### src/rtl/fu_hazard_pkg.sv
// Package: shared types for the function-unit hazard matrix.
// Assumes: nothing beyond IEEE 1800-2017.
package fu_hazard_pkg;

    // Life cycle of one function unit's instruction.
    typedef enum logic [1:0] {
        UST_IDLE    = 2'd0,
        UST_WAIT_RD = 2'd1,
        UST_EXEC    = 2'd2,
        UST_RESULT  = 2'd3
    } unit_state_e;

endpackage

### src/rtl/fu_dep_row.sv
// Module: one matrix row holding the read-after-write and write-after-write
// latches of unit SELF against every unit.
// Assumes: incoming dependency vectors are already masked to live units;
// release_vec names units that write back or are killed this cycle.
module fu_dep_row #(
    parameter int NUM_UNITS = 4,
    parameter int SELF      = 0
) (
    input  logic                 clk,
    input  logic                 rst_n,
    input  logic                 load,
    input  logic                 clr_row,
    input  logic [NUM_UNITS-1:0] raw_dep,
    input  logic [NUM_UNITS-1:0] waw_dep,
    input  logic [NUM_UNITS-1:0] release_vec,
    output logic                 raw_pend,
    output logic                 waw_pend
);

    localparam logic [NUM_UNITS-1:0] SELF_MASK = {{(NUM_UNITS-1){1'b0}}, 1'b1} << SELF;

    logic [NUM_UNITS-1:0] raw_q, waw_q;
    logic [NUM_UNITS-1:0] raw_d, waw_d;

    // Next latch contents: capture at issue, else drop released columns.
    always_comb begin
        raw_d = raw_q & ~release_vec;
        waw_d = waw_q & ~release_vec;
        if (clr_row) begin
            raw_d = '0;
            waw_d = '0;
        end
        if (load) begin
            raw_d = raw_dep & ~SELF_MASK;
            waw_d = waw_dep & ~SELF_MASK;
        end
    end

    // Latch storage with synchronous reset.
    always_ff @(posedge clk) begin
        if (!rst_n) begin
            raw_q <= '0;
            waw_q <= '0;
        end else begin
            raw_q <= raw_d;
            waw_q <= waw_d;
        end
    end

    // Row summary used to block the unit.
    assign raw_pend = |raw_q;
    assign waw_pend = |waw_q;

    AST_NO_SELF_DEP: assert property (@(posedge clk) disable iff (!rst_n)
        load |=> (!raw_q[SELF] && !waw_q[SELF]));

    for (genvar c = 0; c < NUM_UNITS; c++) begin : g_col_chk
        AST_COLUMN_RELEASE: assert property (@(posedge clk) disable iff (!rst_n)
            release_vec[c] |=> (!raw_q[c] && !waw_q[c]));
    end

endmodule

### src/rtl/fu_unit_ctl.sv
// Module: per-unit sequencer; tracks issue, operand read, buffered result
// and write-back, and derives the unit's permissions.
// Assumes: raw_pend/waw_pend come from the unit's own matrix row.
module fu_unit_ctl
    import fu_hazard_pkg::*;
(
    input  logic clk,
    input  logic rst_n,
    input  logic issue_hit,
    input  logic raw_pend,
    input  logic waw_pend,
    input  logic rd_taken,
    input  logic exec_done,
    input  logic wr_hold,
    input  logic wr_taken,
    input  logic kill,
    output logic go_read,
    output logic go_write,
    output logic busy,
    output logic release_o
);

    unit_state_e state_q, state_d;

    // Permissions from current state and row summary.
    assign go_read   = (state_q == UST_WAIT_RD) && !raw_pend && !kill;
    assign go_write  = (state_q == UST_RESULT) && !waw_pend && !wr_hold && !kill;
    assign busy      = (state_q != UST_IDLE);
    assign release_o = busy && (kill || (wr_taken && go_write));

    // Next state; strobes count only when the matching permission holds.
    always_comb begin
        state_d = state_q;
        unique case (state_q)
            UST_IDLE:    if (issue_hit) state_d = UST_WAIT_RD;
            UST_WAIT_RD: if (kill) state_d = UST_IDLE;
                         else if (rd_taken && go_read) state_d = UST_EXEC;
            UST_EXEC:    if (kill) state_d = UST_IDLE;
                         else if (exec_done) state_d = UST_RESULT;
            UST_RESULT:  if (kill) state_d = UST_IDLE;
                         else if (wr_taken && go_write) state_d = UST_IDLE;
            default:     state_d = UST_IDLE;
        endcase
    end

    // State register with synchronous reset to idle.
    always_ff @(posedge clk) begin
        if (!rst_n) state_q <= UST_IDLE;
        else        state_q <= state_d;
    end

    AST_ISSUE_BUSY: assert property (@(posedge clk) disable iff (!rst_n)
        issue_hit |=> busy);
    AST_NO_DUAL_GO: assert property (@(posedge clk) disable iff (!rst_n)
        !(go_read && go_write));
    AST_HOLD_BLOCKS: assert property (@(posedge clk) disable iff (!rst_n)
        wr_hold |-> !go_write);
    AST_WRITE_FREES: assert property (@(posedge clk) disable iff (!rst_n)
        (wr_taken && go_write) |=> !busy);
    AST_KILL_FREES: assert property (@(posedge clk) disable iff (!rst_n)
        (kill && busy) |=> !busy);
    AST_EXEC_AFTER_READ: assert property (@(posedge clk) disable iff (!rst_n)
        (state_q == UST_WAIT_RD && !(rd_taken && go_read)) |=> state_q != UST_EXEC);

endmodule

### src/rtl/fu_hazard_matrix.sv
// Module: top of the function-unit hazard matrix. One sequencer and one
// latch row per unit; column release fans out to all rows.
// Assumes: NUM_UNITS >= 2; issue dependency vectors may name any unit,
// bits for idle or releasing units are dropped here.
module fu_hazard_matrix #(
    parameter int NUM_UNITS = 4,
    localparam int IDX_W    = $clog2(NUM_UNITS)
) (
    input  logic                 clk,
    input  logic                 rst_n,
    input  logic                 issue_valid,
    input  logic [IDX_W-1:0]     issue_unit,
    input  logic [NUM_UNITS-1:0] issue_raw_dep,
    input  logic [NUM_UNITS-1:0] issue_waw_dep,
    input  logic [NUM_UNITS-1:0] rd_taken,
    input  logic [NUM_UNITS-1:0] exec_done,
    input  logic [NUM_UNITS-1:0] wr_hold,
    input  logic [NUM_UNITS-1:0] wr_taken,
    input  logic [NUM_UNITS-1:0] go_die,
    output logic [NUM_UNITS-1:0] go_read,
    output logic [NUM_UNITS-1:0] go_write,
    output logic [NUM_UNITS-1:0] unit_busy
);

    logic [NUM_UNITS-1:0] release_vec;
    logic [NUM_UNITS-1:0] live_vec;
    logic [NUM_UNITS-1:0] issue_hit;
    logic [NUM_UNITS-1:0] raw_pend, waw_pend;
    logic [NUM_UNITS-1:0] raw_live, waw_live;

    // Only units that stay busy past this edge can be depended on.
    assign live_vec = unit_busy & ~release_vec;
    assign raw_live = issue_raw_dep & live_vec;
    assign waw_live = issue_waw_dep & live_vec;

    for (genvar u = 0; u < NUM_UNITS; u++) begin : g_unit
        // Issue decode: accepted only by an idle unit.
        assign issue_hit[u] = issue_valid && (issue_unit == IDX_W'(u)) && !unit_busy[u];

        fu_dep_row #(
            .NUM_UNITS(NUM_UNITS),
            .SELF     (u)
        ) u_row (
            .clk        (clk),
            .rst_n      (rst_n),
            .load       (issue_hit[u]),
            .clr_row    (release_vec[u]),
            .raw_dep    (raw_live),
            .waw_dep    (waw_live),
            .release_vec(release_vec),
            .raw_pend   (raw_pend[u]),
            .waw_pend   (waw_pend[u])
        );

        fu_unit_ctl u_ctl (
            .clk      (clk),
            .rst_n    (rst_n),
            .issue_hit(issue_hit[u]),
            .raw_pend (raw_pend[u]),
            .waw_pend (waw_pend[u]),
            .rd_taken (rd_taken[u]),
            .exec_done(exec_done[u]),
            .wr_hold  (wr_hold[u]),
            .wr_taken (wr_taken[u]),
            .kill     (go_die[u]),
            .go_read  (go_read[u]),
            .go_write (go_write[u]),
            .busy     (unit_busy[u]),
            .release_o(release_vec[u])
        );
    end

    AST_ONE_ISSUE: assert property (@(posedge clk) disable iff (!rst_n)
        $onehot0(issue_hit));
    AST_RELEASE_IDLES: assert property (@(posedge clk) disable iff (!rst_n)
        ((release_vec & ~issue_hit) != '0) |=> ((unit_busy & $past(release_vec & ~issue_hit)) == '0));

endmodule

### config.mk
export PLATFORM = sky130hd
export DESIGN_NAME = fu_hazard_matrix
export DESIGN_NICKNAME = d
export VERILOG_FILES = /design/src/rtl/fu_hazard_pkg.sv /design/src/rtl/fu_dep_row.sv /design/src/rtl/fu_unit_ctl.sv /design/src/rtl/fu_hazard_matrix.sv
export SDC_FILE = /design/constraint.sdc
export NUM_CORES = 1
export LEC_CHECK = 0
export ABC_CLOCK_PERIOD_IN_PS = 2480
export BUFFER_PORTS_ARGS = -buffer_cell sky130_fd_sc_hd__buf_2
export CELL_PAD_IN_SITES_DETAIL_PLACEMENT = 2
export CELL_PAD_IN_SITES_GLOBAL_PLACEMENT = 2
export CORE_AREA = 2 2 82 84
export DETAILED_ROUTE_END_ITERATION = 6
export DIE_AREA = 0 0 84 86
export GPL_TIMING_DRIVEN = 0
export MAX_ROUTING_LAYER = met4
export PLACE_DENSITY = 0.86
export SLEW_MARGIN = 40
export SYNTH_ARGS = -nofsm -noshare
export SYNTH_HDL_FRONTEND = slang
export SYNTH_SLANG_ARGS = --single-unit
### constraint.sdc
create_clock -name clk -period 2.48 [get_ports clk]
set_input_delay 0.248 -clock clk [delete_from_list [all_inputs] [get_ports clk]]
set_output_delay 0.248 -clock clk [all_outputs]
set_load 0.02 [all_outputs]
==> key figures <==
Place
  • Final Wtd Congestion: 0.8060
  • Post-DP HPWL: 5194 um
  • Dpl ws: 0.4997 ns
  • I/O Buffers: 44

Pwr
  • Power Dens Cells: 526.5 mW/mm^2
  • IR drop worst, VDD: 261.2 uV
  • Tot Pwr: 0.001261 W
  • Static Leakage: 1.035 nW

Synthesis
  • Avg Inst Size Synth: 9.185 um^2
  • Post-Syn Area: 0.001993 mm^2
  • Synth unique cells: 56
  • Primary FF master, synth: dfxtp_1
  • Synth async-reset ratio: 0%
  • Syn Nets: 250
  • Mapped Cells: 217
  • Flops & latches, synth: 40
  • Post-synthesis sequential area ratio: 40.18%
  • Synthesis warning total: 0
  • Post-synth EDFFs: 0

Worst hold path
  • Hold-critical path depth: 2
  • Worst Hold End: g_unit[3].u_ctl.state_q[1]$_SDFFE_PN0P_
  • Worst hold start: go_die[3]
  • HP Class: in -> reg

Final layout
  • Area Growth Syn to Fin: 20.15%
  • Fin util: 38.15%
  • Layout cells sized above 1: 30.60%
  • Ant. Diodes: 0
  • Nets: 301

Global route
  • Largest net degree at the start of global routing: 12
  • GR Overflow Total: 0
  • Global Route Usage Sum: 20.32%
  • Vias in the first global route: 2,136
  • First-pass GRT wire length: 11,210 um
  • Initial antenna violation count: 0

STA
  • Share of the clock period used by the worst path: 87.59%
  • Tmin final: 2.172 ns
  • Normalized max-slew margin: 54.70%
  • Final worst slack: 0.3077 ns
  • Final Setup Violations: 0
  • Clk_skew: 0.01148 ns
  • FMAX: 460.3 MHz
  • RSZ-0062 raised after global routing: no
  • Final hold vios: 0
  • Slew Limit Fails: 0
  • Setup_tns: 0 ns
  • Worst-Margin Slew: 0.6733 ns

Drt
  • First DRT Iteration DRCs: 50
  • DRT antenna net count: 0
  • Drt via density: 5.536
  • Drt drc: 0
  • Detailed Route WL: 6739 um
  • Wire per inst: 19.53 um
  • Via count: 1,910
  • DR pass1 iterations: 4

Setup path
  • Worst r2r dst: g_unit[0].u_row.waw_q[2]$_SDFF_PN0_
  • Worst setup EP type: primary output
  • CP Data Arrival Time: 1.92 ns
  • FF-to-FF setup slack: 0.43 ns
  • Crit path kind: reg -> out
  • R2R depth: 5
  • Worst r2r src: g_unit[2].u_ctl.state_q[1]$_SDFFE_PN0P_
  • CP max FO: 6
  • Worst setup SP type: register
  • CP required: 2.23 ns

Floorplan
  • Io pins: 45
  • Initial core utilization: 31.75%
  • Row count: 29
  • Core area: 0.006277 mm^2
  • Die Height: 86 um
  • Total die area: 0.007224 mm^2
  • Die W: 84 um

Status
  • Outcome: completed

Clock network
  • Clk sinks: 40
  • CTS max path bufs: 2
  • CTS tree: built
  • Hold Buf Count CTS: 0
  • # resized after CTS: 0
  • Root Driver: clkbuf_8
  • Clock latency at the later pin of the worst-skew pair: 0.30 ns
  • Clk slew on worst S/H paths: 0.08 ns
  • Htree depth: 2
  • Num CTS Buffers: 5
  • Post-CTS Setup Bufs: 0

Run
  • Max Cap Viol: 0
==> layout make-up <==
cell class,count,area [um^2]
multi-input cells,156,1069
inverters,2,7.507
flip-flops and latches,40,800.8
clock buffers,6,72.57
repair buffers,44,220.2
well taps,77,96.34
fillers,705,3882
clock inverters,1,5.005
plain buffers,19,123.9
==> per-stage QoR <==
| step | cells | instance area (um^2) | hold slack [ns] |
|---|---|---|---|
| floorplan | 217 | 1993 | 0.3264 |
| global placement | 338 | 2310 | 0.4505 |
| detailed placement | 338 | 2317 | 0.4589 |
| CTS | 345 | 2395 | 0.1432 |
| global route | 345 | 2395 | 0.1596 |
| finish | 345 | 2395 | 0.1411 |
==> metal layers <==
metal  global-route usage, %  wire length, um
met1                   25.62             3172
met2                   33.89             3296
met3                   3.272              190
met4                   5.718               80
met5                       -                0
==> cell usage in the layout (no fill, tap or decap), types with 2 or more instances in the layout <==
master    Yosys  final
buf_2         0     44
dfxtp_1      40     40
nand2_1      17     17
buf_4        12     12
nand3_1      10     10
and3_1       10     10
o22ai_1       9      9
o21ai_0       8      8
clkbuf_1      6      7
nor2_1        7      7
nand4_1       7      7
a32o_1        7      7
a22o_1        6      6
or2_2         5      5
nor4_1        5      5
nor2b_1       5      5
nor3_1        5      5
clkbuf_8      0      5
a21oi_1       4      4
nor4b_1       3      3
and4_1        3      3
nand2b_1      2      2
nor4b_2       2      2
nor3b_1       2      2
nor4bb_1      2      2
inv_1         2      2
o211a_1       2      2
a32o_2        2      2
a21o_1        2      2
o2111a_1      2      2
and2_1        2      2
and3_2        2      2
==> state kept, by name, indices dropped and copies added, names as in the netlist <==
name / cells
g_unit.u_row.waw_q: 16
g_unit.u_row.raw_q: 16
g_unit.u_ctl.state_q: 8
==> Yosys cell counts (5+ instances only) <==
cell / n / share of area, %
nand3_1: 10 / 2.5
dfxtp_1: 40 / 40
nor3_1: 5 / 1.3
nor4_1: 5 / 1.6
nor2_1: 7 / 1.3
clkbuf_1: 6 / 1.1
a22o_1: 6 / 2.6
nand2_1: 17 / 3.2
nand4_1: 7 / 2.2
nor2b_1: 5 / 1.6
buf_4: 12 / 4.5
and3_1: 10 / 3.1
o21ai_0: 8 / 2.0
o22ai_1: 9 / 2.8
a32o_1: 7 / 3.5
or2_2: 5 / 1.6
==> logic make-up after synthesis <==
kind of cell    Yosys count  share of synthesized area, %
compound gates           52                         19.90
simple gates            102                         32.27
buf+inv                  21                         6.592
flops                    40                         40.18
mux                       2                         1.067
==> critical path: stages (launching register included) <==
cell and delay (ns):
dfxtp_1 0.43, or4b_4 0.53, nor3_1 0.23, and3_1 0.19, buf_4 0.09, buf_2 0.15
==> how the worst max path moves through the flow <==
stage                                          end  cells past startpoint                                     from
3_3_place_gp   g_unit[0].u_row.raw_q[3]$_SDFF_PN0_                      6                                    rst_n
2_1_floorplan  g_unit[3].u_row.raw_q[1]$_SDFF_PN0_                      5  g_unit[3].u_ctl.state_q[0]$_SDFFE_PN0P_
3_5_place_dp   g_unit[0].u_row.waw_q[2]$_SDFF_PN0_                      5  g_unit[2].u_ctl.state_q[1]$_SDFFE_PN0P_
5_1_grt                                go_write[3]                      5  g_unit[3].u_ctl.state_q[0]$_SDFFE_PN0P_
4_1_cts                                go_write[3]                      5  g_unit[3].u_ctl.state_q[0]$_SDFFE_PN0P_
6_report                               go_write[3]                      5  g_unit[3].u_ctl.state_q[0]$_SDFFE_PN0P_
==> power breakdown <==
part | leakage (nW) | total [W] | internal, W | switching, W
logic | 0.671 | 0.000179 | 0.0000733 | 0.000106
clock network | 0.0410 | 0.000422 | 0.000192 | 0.000230
registers | 0.323 | 0.000660 | 0.000649 | 0.0000107
total | 1.03 | 0.00126 | 0.000914 | 0.000347
(Power assumes the default switching activity.)
